--- config.mk ---
export PLATFORM = sky130hd
export DESIGN_NAME = ilim_trip_ctrl
export DESIGN_NICKNAME = d
export VERILOG_FILES = /design/src/rtl/ilim_pkg.sv /design/src/rtl/ilim_sync.sv /design/src/rtl/ilim_cal.sv /design/src/rtl/ilim_ton.sv /design/src/rtl/ilim_seq.sv /design/src/rtl/ilim_trip_ctrl.sv
export SDC_FILE = /design/constraint.sdc
export NUM_CORES = 1
export LEC_CHECK = 0
export BUFFER_PORTS_ARGS = -buffer_cell sky130_fd_sc_hd__buf_2
export CAP_MARGIN = 20
export CELL_PAD_IN_SITES_DETAIL_PLACEMENT = 1
export CELL_PAD_IN_SITES_GLOBAL_PLACEMENT = 1
export CORE_MARGIN = 4
export CORE_UTILIZATION = 30
export CTS_BUF_LIST = sky130_fd_sc_hd__clkbuf_16
export CTS_CLUSTER_SIZE = 20
export DETAILED_ROUTE_END_ITERATION = 12
export GPL_TIMING_DRIVEN = 0
export MAX_ROUTING_LAYER = met4
export PLACE_DENSITY_LB_ADDON = 0.1
export SYNTH_ARGS = -nofsm -noshare
export SYNTH_HDL_FRONTEND = slang
export SYNTH_SLANG_ARGS = --single-unit
--- constraint.sdc ---
create_clock -name clk -period 2.3 [get_ports clk]
set_clock_uncertainty 0.05 [all_clocks]
set_input_delay 0.46 -clock clk [delete_from_list [all_inputs] [get_ports clk]]
set_output_delay 0.46 -clock clk [all_outputs]
set_load 0.02 [all_outputs]
--- src/rtl/ilim_pkg.sv ---
package ilim_pkg;
  typedef enum logic [1:0] {CAL_IDLE, CAL_RAMP, CAL_DONE} cal_st_e;
  typedef enum logic [1:0] {SQ_RUN, SQ_DRAIN, SQ_HALF, SQ_OFF} seq_st_e;
endpackage

--- src/rtl/ilim_sync.sv ---
module ilim_sync #(
  parameter int W = 3
) (
  input  logic         clk,
  input  logic         rst_n,
  input  logic [W-1:0] d,
  output logic [W-1:0] q
);
  // two flops per asynchronous input
  genvar g;
  generate
    for (g = 0; g < W; g++) begin : g_bit
      logic s1_q, s2_q;
      always_ff @(posedge clk or negedge rst_n) begin
        if (!rst_n) begin
          s1_q <= 1'b0;
          s2_q <= 1'b0;
        end else begin
          s1_q <= d[g];
          s2_q <= s1_q;
        end
      end
      assign q[g] = s2_q;
    end
  endgenerate
endmodule

--- src/rtl/ilim_cal.sv ---
module ilim_cal
  import ilim_pkg::*;
#(
  parameter int CODE_W   = 6,
  parameter int STEP_CYC = 4
) (
  input  logic              clk,
  input  logic              rst_n,
  input  logic              req,
  input  logic              cmp,
  output logic [CODE_W-1:0] code,
  output logic              busy,
  output logic              done,
  output logic              off
);
  localparam int SET_W = (STEP_CYC > 1) ? $clog2(STEP_CYC) : 1;
  localparam logic [SET_W-1:0]  SET_LAST = SET_W'(STEP_CYC - 1);
  localparam logic [CODE_W-1:0] CODE_MAX = '1;

  cal_st_e           st_q, st_n;
  logic [CODE_W-1:0] code_q, code_n;
  logic [SET_W-1:0]  set_q, set_n;
  logic              off_q, off_n;

  always_comb begin
    st_n   = st_q;
    code_n = code_q;
    set_n  = set_q;
    off_n  = off_q;
    if (req) begin
      st_n   = CAL_RAMP;
      code_n = '0;
      set_n  = '0;
      off_n  = 1'b0;
    end else if (st_q == CAL_RAMP) begin
      if (set_q == SET_LAST) begin
        set_n = '0;
        if (cmp) begin
          st_n = CAL_DONE;
        end else if (code_q == CODE_MAX) begin
          st_n  = CAL_DONE;
          off_n = 1'b1;
        end else begin
          code_n = code_q + 1'b1;
        end
      end else begin
        set_n = set_q + 1'b1;
      end
    end
  end

  always_ff @(posedge clk or negedge rst_n) begin
    if (!rst_n) begin
      st_q   <= CAL_IDLE;
      code_q <= '0;
      set_q  <= '0;
      off_q  <= 1'b0;
    end else begin
      st_q   <= st_n;
      code_q <= code_n;
      set_q  <= set_n;
      off_q  <= off_n;
    end
  end

  assign code = code_q;
  assign busy = (st_q == CAL_RAMP);
  assign done = (st_q == CAL_DONE);
  assign off  = off_q;

  assert_ramp_step_R1: assert property (@(posedge clk) disable iff (!rst_n)
    (st_q == CAL_RAMP && !req) |=> (code_q == $past(code_q) || code_q == $past(code_q) + 1'b1));
  assert_hold_code_R3: assert property (@(posedge clk) disable iff (!rst_n)
    (st_q == CAL_DONE && !req) |=> $stable(code_q));
  assert_off_full_R2: assert property (@(posedge clk) disable iff (!rst_n)
    $rose(off_q) |-> (code_q == CODE_MAX));
endmodule

--- src/rtl/ilim_ton.sv ---
module ilim_ton #(
  parameter int TON_W = 8
) (
  input  logic             clk,
  input  logic             rst_n,
  input  logic             ph,
  output logic             rise,
  output logic [TON_W-1:0] cnt,
  output logic [TON_W-1:0] win,
  output logic [TON_W-1:0] last
);
  localparam logic [TON_W-1:0] TON_MAX = '1;

  logic             ph_d, fall;
  logic [TON_W-1:0] cnt_q, cnt_n, win_q, win_n, last_q, last_n;
  logic [TON_W+1:0] prod;

  assign fall = ph_d && !ph;
  assign rise = ph && !ph_d;
  assign prod = {2'b00, cnt_q} + {1'b0, cnt_q, 1'b0};

  always_comb begin
    cnt_n  = ph ? ((cnt_q == TON_MAX) ? cnt_q : cnt_q + 1'b1) : '0;
    win_n  = win_q;
    last_n = last_q;
    if (fall) begin
      last_n = cnt_q;
      win_n  = prod[TON_W+1:2];
    end
  end

  always_ff @(posedge clk or negedge rst_n) begin
    if (!rst_n) begin
      ph_d   <= 1'b0;
      cnt_q  <= '0;
      win_q  <= '0;
      last_q <= '0;
    end else begin
      ph_d   <= ph;
      cnt_q  <= cnt_n;
      win_q  <= win_n;
      last_q <= last_n;
    end
  end

  assign cnt  = cnt_q;
  assign win  = win_q;
  assign last = last_q;

  assert_window_le_R7: assert property (@(posedge clk) disable iff (!rst_n)
    fall |=> (win_q <= last_q));
endmodule

--- src/rtl/ilim_seq.sv ---
module ilim_seq
  import ilim_pkg::*;
#(
  parameter int TON_W  = 8,
  parameter int SS_LEN = 16
) (
  input  logic             clk,
  input  logic             rst_n,
  input  logic             ph,
  input  logic             rise,
  input  logic             sns,
  input  logic             arm,
  input  logic [TON_W-1:0] cnt,
  input  logic [TON_W-1:0] win,
  input  logic [TON_W-1:0] last,
  output logic             trip,
  output logic             off,
  output logic             retry
);
  localparam int RETRY = 4 * SS_LEN;
  localparam int WC_W  = (RETRY > 1) ? $clog2(RETRY) : 1;
  localparam logic [WC_W-1:0] WC_LAST = WC_W'(RETRY - 1);

  seq_st_e          st_q, st_n;
  logic [WC_W-1:0]  wc_q, wc_n;
  logic             trip_q, retry_q, retry_n, trip_cond;
  logic [TON_W-1:0] half, half_eff;

  assign half      = last >> 1;
  assign half_eff  = (half == '0) ? TON_W'(1) : half;
  assign trip_cond = (st_q == SQ_RUN) && arm && ph && sns && (cnt < win);

  always_comb begin
    st_n    = st_q;
    wc_n    = wc_q;
    retry_n = 1'b0;
    unique case (st_q)
      SQ_RUN:   if (trip_cond) st_n = SQ_DRAIN;
      SQ_DRAIN: if (rise) st_n = SQ_HALF;
      SQ_HALF: begin
        if (!ph || cnt >= half_eff) begin
          st_n = SQ_OFF;
          wc_n = '0;
        end
      end
      SQ_OFF: begin
        if (wc_q == WC_LAST) begin
          st_n    = SQ_RUN;
          retry_n = 1'b1;
        end else begin
          wc_n = wc_q + 1'b1;
        end
      end
      default: st_n = SQ_RUN;
    endcase
  end

  always_ff @(posedge clk or negedge rst_n) begin
    if (!rst_n) begin
      st_q    <= SQ_RUN;
      wc_q    <= '0;
      trip_q  <= 1'b0;
      retry_q <= 1'b0;
    end else begin
      st_q    <= st_n;
      wc_q    <= wc_n;
      trip_q  <= trip_cond;
      retry_q <= retry_n;
    end
  end

  assign trip  = trip_q;
  assign off   = (st_q == SQ_OFF);
  assign retry = retry_q;

  assert_trip_armed_R2: assert property (@(posedge clk) disable iff (!rst_n)
    trip_q |-> $past(arm));
  assert_retry_after_off_R10: assert property (@(posedge clk) disable iff (!rst_n)
    retry_q |-> $past(st_q == SQ_OFF));
  assert_retry_single_R10: assert property (@(posedge clk) disable iff (!rst_n)
    retry_q |=> !retry_q);
  assert_no_retrip_R11: assert property (@(posedge clk) disable iff (!rst_n)
    trip_q |=> !trip_q);
endmodule

--- src/rtl/ilim_trip_ctrl.sv ---
module ilim_trip_ctrl #(
  parameter int CODE_W   = 6,
  parameter int STEP_CYC = 4,
  parameter int TON_W    = 8,
  parameter int SS_LEN   = 16,
  parameter int ZERO_MAX = 10
) (
  input  logic              clk,
  input  logic              rst_n,
  input  logic              cal_req,
  input  logic              cal_cmp,
  input  logic              sense_cmp,
  input  logic              pwm_hs,
  input  logic              ss_active,
  output logic [CODE_W-1:0] dac_code,
  output logic              cal_done,
  output logic              lim_off,
  output logic              trip,
  output logic              drv_off,
  output logic              retry_req
);
  localparam logic [CODE_W-1:0] CODE_MAX = '1;
  localparam logic [CODE_W-1:0] ZERO_LIM = CODE_W'(ZERO_MAX);

  logic [2:0]        sync_q;
  logic              ph, sns, ccmp, busy, rise;
  logic [CODE_W-1:0] cal_code, eff;
  logic [CODE_W:0]   dbl;
  logic [TON_W-1:0]  cnt, win, last;

  ilim_sync #(.W(3)) u_sync (
    .clk(clk), .rst_n(rst_n),
    .d({cal_cmp, sense_cmp, pwm_hs}), .q(sync_q)
  );
  assign ph   = sync_q[0];
  assign sns  = sync_q[1];
  assign ccmp = sync_q[2];

  ilim_cal #(.CODE_W(CODE_W), .STEP_CYC(STEP_CYC)) u_cal (
    .clk(clk), .rst_n(rst_n), .req(cal_req), .cmp(ccmp),
    .code(cal_code), .busy(busy), .done(cal_done), .off(lim_off)
  );

  ilim_ton #(.TON_W(TON_W)) u_ton (
    .clk(clk), .rst_n(rst_n), .ph(ph),
    .rise(rise), .cnt(cnt), .win(win), .last(last)
  );

  ilim_seq #(.TON_W(TON_W), .SS_LEN(SS_LEN)) u_seq (
    .clk(clk), .rst_n(rst_n), .ph(ph), .rise(rise), .sns(sns),
    .arm(cal_done && !lim_off), .cnt(cnt), .win(win), .last(last),
    .trip(trip), .off(drv_off), .retry(retry_req)
  );

  // doubling with clip, R5 floor to zero
  assign dbl = {cal_code, 1'b0};
  always_comb begin
    if (ss_active) eff = (dbl > {1'b0, CODE_MAX}) ? CODE_MAX : dbl[CODE_W-1:0];
    else           eff = cal_code;
    if (busy)                 dac_code = cal_code;
    else if (eff <= ZERO_LIM) dac_code = '0;
    else                      dac_code = eff;
  end
endmodule

==> flow_summary.yaml <==
floorplanning:
  rows: 37
  design.core.area_um2: 10420
  die_width_um: 111.7
  initial_core_util_pct: 30.99
  floorplan.die_area_um2: 12480
  num_io_pins: 18
  die_h_um: 111.7
setup_path:
  worst_ep_arrival_time_ns: 2.28
  crit-reg2reg-capture: "u_seq.st_q[0]"
  setup.worst_path.end_class: "register"
  worst_setup_path_start_kind: "register"
  worst-r2r-cell-count: 8
  critical_path_class: "reg -> reg"
  reg2reg_from: "u_ton.last[6]"
  critical_path_required_ns: 2.42
  path_max_fanout: 5
  ff2ff_setup_slack_ns: 0.14
yosys:
  netlist_instances: 339
  synth-async-reset-ratio_pct: 100.0
  synth.area.top_cells: "sky130_fd_sc_hd__dfrtp_1 40%, sky130_fd_sc_hd__ha_1 12%, sky130_fd_sc_hd__o21ai_0 3.6%, sky130_fd_sc_hd__inv_1 3.3%, sky130_fd_sc_hd__nor2_1 2.9%"
  synth-seq-cells: 51
  mean_syn_cell_area_um2: 9.522
  synthesis.nets: 378
  synth-edff-count: 0
  synth_cell_type_count: 55
  synth_top_flop_cell: "sky130_fd_sc_hd__dfrtp_1"
  synth_largest_area_cell: "sky130_fd_sc_hd__dfrtp_1"
  netlist_area_um2: 3228
  netlist.area_leader.share_pct: 39.53
  seq_area_frac_synth_pct: 39.53
  synth-warning-count: 0
detailed_routing:
  drt_pre_antenna_iters: 4
  detail_route.wl_per_cell_um: 15.41
  drt.antenna.violating_nets: 0
  dr_drc_count: 0
  routed_wl_mm: 7.719
  vias: 2527
  detail_route.vias_per_cell: 5.044
  drt_first_iter_violations: 36
sta:
  setup_ws_ns: 0.1379
  fin_worst_hold_slack_ns: 0.2191
  rsz0062_at_grt: "no"
  final.min_clock_period_ns: 2.162
  slew_violations: 0
  final_hold_viol_count: 0
  layout_worst_path_cycle_share_pct: 94.00
  setup_viol: 0
  setup-tns-final_ns: 0
  timing_worst_slew_pin_value_ns: 0.8181
  max_freq_mhz: 462.5
  max-slew-margin-rel_pct: 45.46
clock_network:
  numCtsBuffers: 5
  clk_path_buf_depth: 2
  cts.clk_slew.worst_paths_ns: 0.07
  tritoncts: "built"
  cts_hold_repair.buffers: 0
  clk_root_buffer_cell: "sky130_fd_sc_hd__clkbuf_16"
  clk_latency_ns: 0.28
  numClockSinks: 51
  clock_tree.htree_level_count: 2
placement:
  postPlaceCellArea_um2: 3511
  post_placement_cell_count: 493
  finalWeightedCongestion: 0.7361
  buffer_ports.inserted: 17
  place.detailed.hpwl_mm: 5.723
  setup_slack_at_placement_ns: -0.1182
finish:
  finalCoreUtilization_pct: 36.11
  area_growth_pct: 16.51
  final_cell_count_no_fill: 501
  drive_gt1_share_pct: 16.99
  mostFrequentLayoutCell: "sky130_fd_sc_hd__dfrtp_1"
  multi_input_gate_area_um2: 1883
  layout.nets: 405
  leading_cell_types_in_the_layout_fill_and_taps_excluded: "48 x sky130_fd_sc_hd__dfrtp_1, 30 x sky130_fd_sc_hd__ha_1, 28 x sky130_fd_sc_hd__inv_1"
  ff_latch_area_um2: 1280
  antenna_cells_inserted: 0
  layout.cell_area.non_filler_um2: 3761
  nFillCells: 1197
global_routing:
  maximum_number_of_pins_on_one_net_before_global_route_repair: 33
  first_global_vias: 2678
  track_usage_pct: 13.55
  grt_remaining_overflow: 0
  number_of_antenna_violations_at_the_first_check_in_global_routing: 0
  global_route_wire_length_before_repair_mm: 13.62
pwr:
  power.static_leakage_nw: 1.689
  power-per-cell-area_nw_per_um2: 648.0
  ir_worst_vdd_mv: 0.3663
  total_power_mw: 2.437
worst_hold_path:
  hp-class: "in -> async"
run_status:
  result_of_the_run: "complete, no violations"
job:
  drv.max_cap_violation_count: 0
cell usage after synthesis (9+ instances only):
library cell,count
sky130_fd_sc_hd__and2_1,11
sky130_fd_sc_hd__nor2_1,25
sky130_fd_sc_hd__inv_1,28
sky130_fd_sc_hd__nand3_1,13
sky130_fd_sc_hd__clkbuf_1,9
sky130_fd_sc_hd__o21ai_0,23
sky130_fd_sc_hd__a21oi_1,10
sky130_fd_sc_hd__dfrtp_1,51
sky130_fd_sc_hd__nand2_1,22
sky130_fd_sc_hd__ha_1,31
how the worst max path moves through the flow:
stage | from | to | cells past startpoint
finish | u_ton.last[6] | u_seq.st_q[0] | 8
detailed placement | u_ton.last[2] | u_seq.wc_q[0] | 8
global placement | u_ton.last[2] | u_seq.wc_q[4] | 8
global route | u_ton.last[6] | u_seq.wc_q[5] | 9
floorplan | u_cal.st_q[0] | dac_code[1] | 5
CTS | u_ton.last[2] | u_seq.wc_q[0] | 8
final cells by class:
cell class | instances | share of cell area, %
Multi-Input combinational cell | 247 | 50.07
Buffer | 11 | 1.264
Sequential cell | 51 | 34.03
Clock inverter | 1 | 0.1996
Inverter | 28 | 2.794
Tap cell | 136 | 4.524
Clock buffer | 5 | 3.327
Timing Repair Buffer | 22 | 3.792
repair_timing:
action                                  in CTS  in global routing
pin swaps                                    1                  6
hold endpoints to repair                     0                  0
buffers inserted                             1                  3
gates resized for setup                      6                 16
gates cloned                                 1                  0
endpoints found under the setup margin      10                 13
flip-flops by register name, indices dropped and copies added (netlist names):
register           cells
u_cal.code             6
u_seq.retry            1
u_sync.g_bit.s1_q      3
u_ton.last             7
u_ton.cnt              8
u_seq.trip             1
u_cal.st_q             2
u_cal.set_q            2
u_ton.win              8
u_seq.wc_q             6
u_cal.off              1
u_ton.ph_d             1
u_sync.g_bit.s2_q      3
u_seq.st_q             2
power by group:
group	leakage [nW]	internal, mW	switching (mW)	total, mW
Sequential	0.672	0.971	0.0691	1.04
Clock	0.0618	0.392	0.322	0.714
Combinational	0.955	0.290	0.393	0.683
critical path, cell delays in order, from the launching register on:
cell and delay [ns]:
sky130_fd_sc_hd__dfrtp_1 0.39, sky130_fd_sc_hd__nor4_2 0.29, sky130_fd_sc_hd__a31o_2 0.19, sky130_fd_sc_hd__ha_1 0.22, sky130_fd_sc_hd__nand2b_4 0.15, sky130_fd_sc_hd__a31oi_4 0.26
sky130_fd_sc_hd__o21a_4 0.22, sky130_fd_sc_hd__a2111oi_4 0.06, sky130_fd_sc_hd__o22a_1 0.23
cell families (layout without fill, tap and decap cells):
family                   after synthesis  count (layout)  share of synthesized area, %
flip-flops                            51              51                         39.53
buffers and inverters                 42              67                         5.077
AND/OR/NAND/NOR                      116             116                         19.22
adder cells (fa/ha/maj)               32              32                         12.64
multiplexers                           3               3                        0.9303
AO/OA/AOI/OAI                         84              85                         19.61
XOR/XNOR                              11              11                         2.984
per-layer routing:
metal / GRT usage (%) / up-vias / share of wire [%]
li1: - / 1255 / -
met2: 21.78 / 23 / 47
met5: - / - / 0
met1: 18.21 / 1245 / 51
met4: 2.433 / 0 / 0.71
met3: 2.283 / 4 / 1.9
Note: power is estimated with default switching activity, not from simulation.
